[src/rtl/fetch_slot_penalty.sv]
module fetch_slot_penalty #(
  parameter int ADDR_W     = 32,
  parameter int CYC_W      = 8,
  parameter int TOT_W      = 32,
  parameter int PEN_CYC    = 4,
  parameter int TAKEN_CYC  = 20,
  parameter int NTAKEN_CYC = 4
) (
  input  logic                                 clk,
  input  logic                                 rst_n,
  input  logic                                 in_valid,
  output logic                                 in_ready,
  input  logic [ADDR_W-1:0]                    in_addr,
  input  logic                                 in_wide,
  input  logic [CYC_W-1:0]                     in_base,
  input  logic                                 in_target,
  input  logic                                 in_cbr,
  input  logic                                 in_taken,
  input  logic                                 in_mask,
  output logic                                 out_valid,
  output logic [CYC_W:0]                       out_cycles,
  output logic [$clog2(8*PEN_CYC+1)-1:0]       out_pen,
  output logic [TOT_W-1:0]                     out_total
);
  localparam int PEN_W     = $clog2(8*PEN_CYC+1);
  localparam int OUT_W     = CYC_W + 1;
  localparam int WIDE_FREE = 3;
  localparam int TGT_FREE  = 5;
  localparam int CBR_FREE  = 4;

  logic             rdy_q;
  logic [CYC_W-1:0] win_q, win_in, win_nxt, eff_base;
  logic [2:0]       slot;
  logic [3:0]       u_wide, u_tgt, u_cbr, units;
  logic [PEN_W-1:0] pen;
  logic [1:0]       sz;
  logic             accept;

  assign in_ready = rdy_q;
  assign accept   = in_valid && rdy_q;
  assign slot     = in_addr[4:2];
  assign sz       = in_wide ? 2'd2 : 2'd1;

  assign eff_base = !in_cbr ? in_base :
                    in_taken ? CYC_W'(TAKEN_CYC) : CYC_W'(NTAKEN_CYC);

  assign win_in = in_target ? '0 : win_q;

  assign u_wide = (in_wide && 32'(slot) >= WIDE_FREE && win_in == '0) ? 4'd1 : 4'd0;
  assign u_tgt  = (in_target && 32'(slot) >= TGT_FREE)
                  ? 4'({1'b0, slot} - 4'(TGT_FREE - 1)) : 4'd0;
  assign u_cbr  = (in_cbr && !in_taken && 32'(slot) >= CBR_FREE)
                  ? 4'({1'b0, slot} - 4'(CBR_FREE - 1)) : 4'd0;
  assign units  = u_wide + u_tgt + u_cbr;
  assign pen    = in_mask ? '0 : PEN_W'(PEN_W'(units) * PEN_W'(PEN_CYC));

  always_comb begin
    if (eff_base > CYC_W'(4))
      win_nxt = eff_base >> 2;
    else if (win_in > CYC_W'(sz))
      win_nxt = win_in - CYC_W'(sz);
    else
      win_nxt = '0;
  end

  always_ff @(posedge clk) begin
    if (!rst_n) begin
      rdy_q      <= 1'b0;
      win_q      <= '0;
      out_valid  <= 1'b0;
      out_cycles <= '0;
      out_pen    <= '0;
      out_total  <= '0;
    end else begin
      rdy_q     <= 1'b1;
      out_valid <= accept;
      if (accept) begin
        win_q      <= win_nxt;
        out_pen    <= pen;
        out_cycles <= OUT_W'(eff_base) + OUT_W'(pen);
        out_total  <= out_total + TOT_W'(OUT_W'(eff_base) + OUT_W'(pen));
      end
    end
  end
endmodule

[config.mk]
export PLATFORM = sky130hd
export DESIGN_NAME = fetch_slot_penalty
export DESIGN_NICKNAME = d
export VERILOG_FILES = /design/src/rtl/fetch_slot_penalty.sv
export SDC_FILE = /design/constraint.sdc
export NUM_CORES = 1
export LEC_CHECK = 0
export CORE_MARGIN = 4
export CORE_UTILIZATION = 50
export CTS_CLUSTER_DIAMETER = 50
export DETAILED_ROUTE_END_ITERATION = 6
export DONT_BUFFER_PORTS = 1
export SKIP_LAST_GASP = 1
export SLEW_MARGIN = 20
export SYNTH_ARGS = -nofsm -noshare
export SYNTH_HDL_FRONTEND = slang
export SYNTH_SLANG_ARGS = --single-unit
export TNS_END_PERCENT = 20
[constraint.sdc]
create_clock -name clk -period 6.9 [get_ports clk]
set_input_delay 0.69 -clock clk [delete_from_list [all_inputs] [get_ports clk]]
set_output_delay 0.69 -clock clk [all_outputs]
set_load 0.005 [all_outputs]
* Word-level counts from Yosys, hierarchy flattened *
Cells that the tools add are included.

cells by class
  add/subtract/negate cells = 8
  magnitude comparators = 5
  reductions and logical operators = 8
  mux-type cells = 11

operators with widths
  kind                                                                                 number
  32-bit by 9-bit adder with 32-bit output                                             1
  8-bit 2-to-1 mux                                                                     4
  8-bit by 6-bit adder with 9-bit output                                               2
  8-bit by 2-bit greater-than comparator with 1-bit output                             1
  8-bit by 3-bit greater-than comparator with 1-bit output, second input constant      1
  8-bit zero test                                                                      1
  4-bit 2-to-1 mux                                                                     2
  8-bit by 2-bit subtractor with 8-bit output                                          1
  3-bit greater-or-equal comparator, second input constant                             2
  1-bit logical AND                                                                    6
  6-bit 2-to-1 mux                                                                     1
  5-bit 2-to-1 mux                                                                     1
  1-bit by 4-bit adder with 4-bit output                                               1
  4-bit adder                                                                          1
  3-bit by 2-bit subtractor with 4-bit output, second input constant                   1
  3-bit by 3-bit subtractor with 4-bit output, second input constant                   1
  3-bit by 2-bit greater-or-equal comparator with 1-bit output, second input constant  1
  1-bit 2-to-1 mux                                                                     2
  2-bit 2-to-1 mux                                                                     1
  1-bit zero test                                                                      1

word-level totals
  register bits after elaboration = 57
  output and inout port bits = 49
  input port bits = 48
  logic and storage cells = 38

* Longest topological paths before layout *
  depth in word-level cells = 9
  depth in mapped cells = 20
  mapped depth without buffers = 18

* Least setup slack after synthesis *
No wires, ideal clock.

  kind = input port to flip-flop
  start point = in in_cbr
  end point = reg out_total[23]
  path buffers = 3
  data required time = 6.829 ns
  path slack = 2.391 ns
  setup time = 0.071 ns
  stages on the path = 16
  data arrival time = 4.438 ns
  cell sequence = clkbuf_1 > or3b_2 > a21oi_1 > ha_1 > clkbuf_1 > fa_1 > nand2b_1 > inv_1 > fa_1 > ha_1 > a21o_1 > a21oi_2 > o31a_1 > buf_6 > or4_1 > a21oi_1

between the ends
  cells in the longest elaborated chain, start to end = 7
  elaborated cells between the ends (all ways) = 8
  those cells by class = add/sub: 3; mux: 3; reduce/logical: 2

ends and longest elaborated chain
  what                                      line  text
  from (decl)                               17    input logic in_cbr,
  1-bit logical AND (2 in series)           52    assign u_cbr = (in_cbr && !in_taken && 32'(slot) >= CBR_FREE)
  4-bit 2-to-1 mux                          53    ? 4'({1'b0, slot} - 4'(CBR_FREE - 1)) : 4'd0;
  4-bit adder                               54    assign units = u_wide + u_tgt + u_cbr;
  6-bit 2-to-1 mux                          55    assign pen = in_mask ? '0 : PEN_W'(PEN_W'(units) * PEN_W'(PEN_CYC));
  net pen[3]                                35    logic [PEN_W-1:0] pen;
  8-bit by 6-bit adder with 9-bit output    81    out_total <= out_total + TOT_W'(OUT_W'(eff_base) + OUT_W'(pen));
  32-bit by 9-bit adder with 32-bit output  81
  to (signal assigned)                      81
  to (decl)                                 23    output logic [TOT_W-1:0] out_total

The timed path passes the listed nets, and every way through them passes these cells.
A chain may end at the register's enable or synchronous reset.

* Final worst setup path *
  start point = reg win_q[2]
  end point = reg out_total[30]

between the ends
  cells in the longest elaborated chain, start to end = 9

ends and longest elaborated chain
  what                                      line  text
  from (decl)                               32    logic [CYC_W-1:0] win_q, win_in, win_nxt, eff_base;
  from (signal assigned)                    78    win_q <= win_nxt;
  8-bit 2-to-1 mux                          47    assign win_in = in_target ? '0 : win_q;
  8-bit zero test                           49    assign u_wide = (in_wide && 32'(slot) >= WIDE_FREE && win_in == '0) ? 4'd1 : 4'd0;
  1-bit logical AND                         49
  1-bit 2-to-1 mux                          49
  1-bit by 4-bit adder with 4-bit output    54
  4-bit adder                               54
  6-bit 2-to-1 mux                          55
  net pen[3]                                35
  8-bit by 6-bit adder with 9-bit output    81
  32-bit by 9-bit adder with 32-bit output  81

The timed path passes the listed nets, and every way through them passes these cells.

==> impl_metrics.env <==
export IMPL_cp_required_ns=7.14
export IMPL_placementRows=30
export IMPL_power_density_mw_per_mm2=185
export IMPL_htreeDepth=2
export IMPL_drt_pass1_iter_count=4
export IMPL_p_int_w=0.000491
export IMPL_ctsResizeCount=0
export IMPL_fin_hold_ws_ns=0.404
export IMPL_antenna_left=0
export IMPL_grt_max_degree=35
export IMPL_hold_end="in_ready"
export IMPL_worstSetupPathType="register to register"
export IMPL_slew_headroom_pct=47.3
export IMPL_seq_power_share_pct=49.6
export IMPL_synthFlopType="dfxtp_1"
export IMPL_final_nets=494
export IMPL_synth_enable_flop_cells=0
export IMPL_die_x_um=91.6
export IMPL_drv_cap=0
export IMPL_slowest_stage="or4_1"
export IMPL_cp_end_kind="register"
export IMPL_yosysSeqAreaShare_pct=31.5
export IMPL_synth_area_leaders="dfxtp_1 (31%), ha_1 (8.6%), a21oi_1 (6.0%)"
export IMPL_vias=3003
export IMPL_synthCells=426
export IMPL_fmax_mhz=227
export IMPL_timing_final_crit_period_ns=4.41
export IMPL_post_route_period_util_pct=63.9
export IMPL_route_detailed_drc=0
export IMPL_cts_setup_buffers=0
export IMPL_outcome="finished clean"
export IMPL_hpwl_um=6070
export IMPL_combPwrFrac_pct=16.3
export IMPL_cp_start_kind="register"
export IMPL_clk_latency_ns=0.31
export IMPL_slew_viol_final=0
export IMPL_worstMarginPinSlew_ns=0.791
export IMPL_hp_start="rst_n"
export IMPL_synth_most_common_cell="dfxtp_1"
export IMPL_yosys_warnings=0
export IMPL_worstPathArrival_ns=4.65
export IMPL_critPathMaxFanout=19
export IMPL_leakagePower_nw=1.46
export IMPL_regArea_mm2=0.00110
export IMPL_area_growth_pct=4.58
export IMPL_yosysTopAreaCell="dfxtp_1"
export IMPL_setup_viol=0
export IMPL_switching_share_pct=27.5
export IMPL_gp_congestion=0.782
export IMPL_holdBufCountCts=0
export IMPL_routed_via_density=5.88
export IMPL_crit_chain="o21bai_1 -> o21ai_0 -> nor3_1 -> ha_1 -> fa_1 -> nand2b_1 -> inv_1 -> fa_1 -> ha_1 -> o21ai_1 -> nor4b_4 -> o21ai_2 -> or4_1 -> a21oi_1"
export IMPL_multiInputGateArea_mm2=0.00220
export IMPL_async_reset_ff_share_pct=0
export IMPL_wl_um=8200
export IMPL_ff2ff_path_depth=14
export IMPL_clkTransAtPathRegs_ns=0.10
export IMPL_syn_avg_cell_area_um2=8.21
export IMPL_port_buffers=0
export IMPL_drive_gt1_share_pct=5.30
export IMPL_grt_pass1_vias=2741
export IMPL_final_setup_tns_ns=0
export IMPL_vdd_drop_max_uv=116
export IMPL_fin_worst_skew_ns=0.00980
export IMPL_synth_distinct_cells=61
export IMPL_switching_power_w=0.000186
export IMPL_r2r_setup_slack_ns=2.49
export IMPL_grt_ovfl_total=0
export IMPL_die_h_um=91.6
export IMPL_reg2reg_from="win_q[2]"
export IMPL_clkSinkCount=55
export IMPL_cts_tree="done"
export IMPL_start_util_pct=51.5
export IMPL_dieArea_mm2=0.00840
export IMPL_fillers=637
export IMPL_drt_iter0_drc=153
export IMPL_r2r_end="out_total[30]"
export IMPL_io_pins=97
export IMPL_worstHoldPathCells=0
export IMPL_cpPeakStageDelay_ns=0.57
export IMPL_grt_first_pass_wirelength_um=13400
export IMPL_wl_per_cell_um=16.0
export IMPL_syn_cell_area_mm2=0.00350
export IMPL_antenna_found_initial=0
export IMPL_synthTopCellsByCount="dfxtp_1 (55), nand2_1 (46), a21oi_1 (42)"
export IMPL_cts_buffers=5
export IMPL_hp_class="input pin to register"
export IMPL_grt_usage_pct=19.5
export IMPL_clockBufferDepth=2
export IMPL_ys_ff_latch=55
export IMPL_design_core_area_mm2=0.00679
export IMPL_synth_top_area_share_pct=31.5
export IMPL_cts_root_buf="clkbuf_8"
export IMPL_timing_final_hold_violations=0
export IMPL_rsz0062_at_grt="false"
export IMPL_power_share_clock_pct=34.2
export IMPL_n_antenna_cell=0
## per-stage QoR
step	instance area (um^2)	instances	util (%)	total power, W	setup slack (ns)
after floorplan	3510	428	-	0.000434	2.39
after global placement	3540	503	52.0	0.000452	2.28
after detailed placement	3540	503	52.0	0.000454	2.24
after CTS	3660	511	53.8	0.000685	2.48
after global routing	3660	511	53.8	0.000712	2.14
final	3660	511	53.8	0.000677	2.49
## cell usage in the layout, fill, tap and decap left out, types with 8 or more instances in the layout
cell type,synthesis,routed
a21oi_1,42,42
dfxtp_1,55,55
fa_1,8,8
ha_1,24,24
inv_1,26,26
nand2_1,46,46
nand2b_1,8,8
nand3_1,10,10
nand4_1,10,10
nor2_1,27,27
nor2b_1,9,9
o21ai_0,16,16
o31ai_1,17,17
or4_1,14,14
## worst max path at each step
stage	start	end	depth (start not counted)
2_1_floorplan	in_cbr	out_total[23]	16
3_3_place_gp	in_addr[2]	out_total[24]	16
3_5_place_dp	in_addr[2]	out_total[24]	16
4_1_cts	win_q[2]	out_total[28]	14
5_1_grt	win_q[2]	out_total[16]	16
6_report	win_q[2]	out_total[30]	14
## critical path: cells and delay by family (launching register included)
family | cells | cell delay (ns)
DFF | 1 | 0.38
AOI/OAI and AO/OA | 5 | 1.06
and+or+nand+nor | 4 | 1.32
adders and majority gates | 4 | 1.47
buffers and inverters | 1 | 0.11
## sequential cells by signal, summed over array words and instances (netlist names)
| name | flops |
|---|---|
| out_total | 32 |
| out_cycles | 9 |
| win_q | 8 |
| out_pen | 4 |
| in_ready | 1 |
| out_valid | 1 |
## power by group through the flow
stage	clock (W)	combinational, W	sequential [W]
final	0.000232	0.000110	0.000336
after global routing	0.000249	0.000126	0.000337
after CTS	0.000238	0.000111	0.000336
after detailed placement	0	0.000111	0.000343
after global placement	0	0.000109	0.000343
after floorplan	0	0.0000935	0.000340
## layer usage
layer / vias up / part of all wire [%] / track usage (%)
met4: 0 / 1.1 / 5.28
met2: 69 / 48 / 33.0
met5: - / 0 / 0
met1: 1408 / 44 / 24.3
met3: 6 / 7.1 / 5.58
li1: 1520 / - / -
## cells by family (layout without fill, tap and decap cells)
| group | after synthesis | in the layout | share of synthesized area (%) |
|---|---|---|---|
| xor+xnor | 9 | 9 | 2.25 |
| compound gates | 120 | 120 | 22.6 |
| fa+ha+maj | 32 | 32 | 13.2 |
| other cells | 1 | 3 | 0.107 |
| mux | 3 | 3 | 0.858 |
| flops | 55 | 55 | 31.5 |
| simple gates | 156 | 156 | 23.7 |
| buf+inv | 50 | 37 | 5.90 |
## cell type report
class                           count  area share (%)
Multi-Input combinational cell    323            60.1
Sequential cell                    55            30.1
Clock buffer                        6            2.26
Tap cell                           96            3.28
Clock inverter                      2            1.06
Inverter                           27            2.77
Timing Repair Buffer                2           0.410
Power figures use the tool's default switching activity.
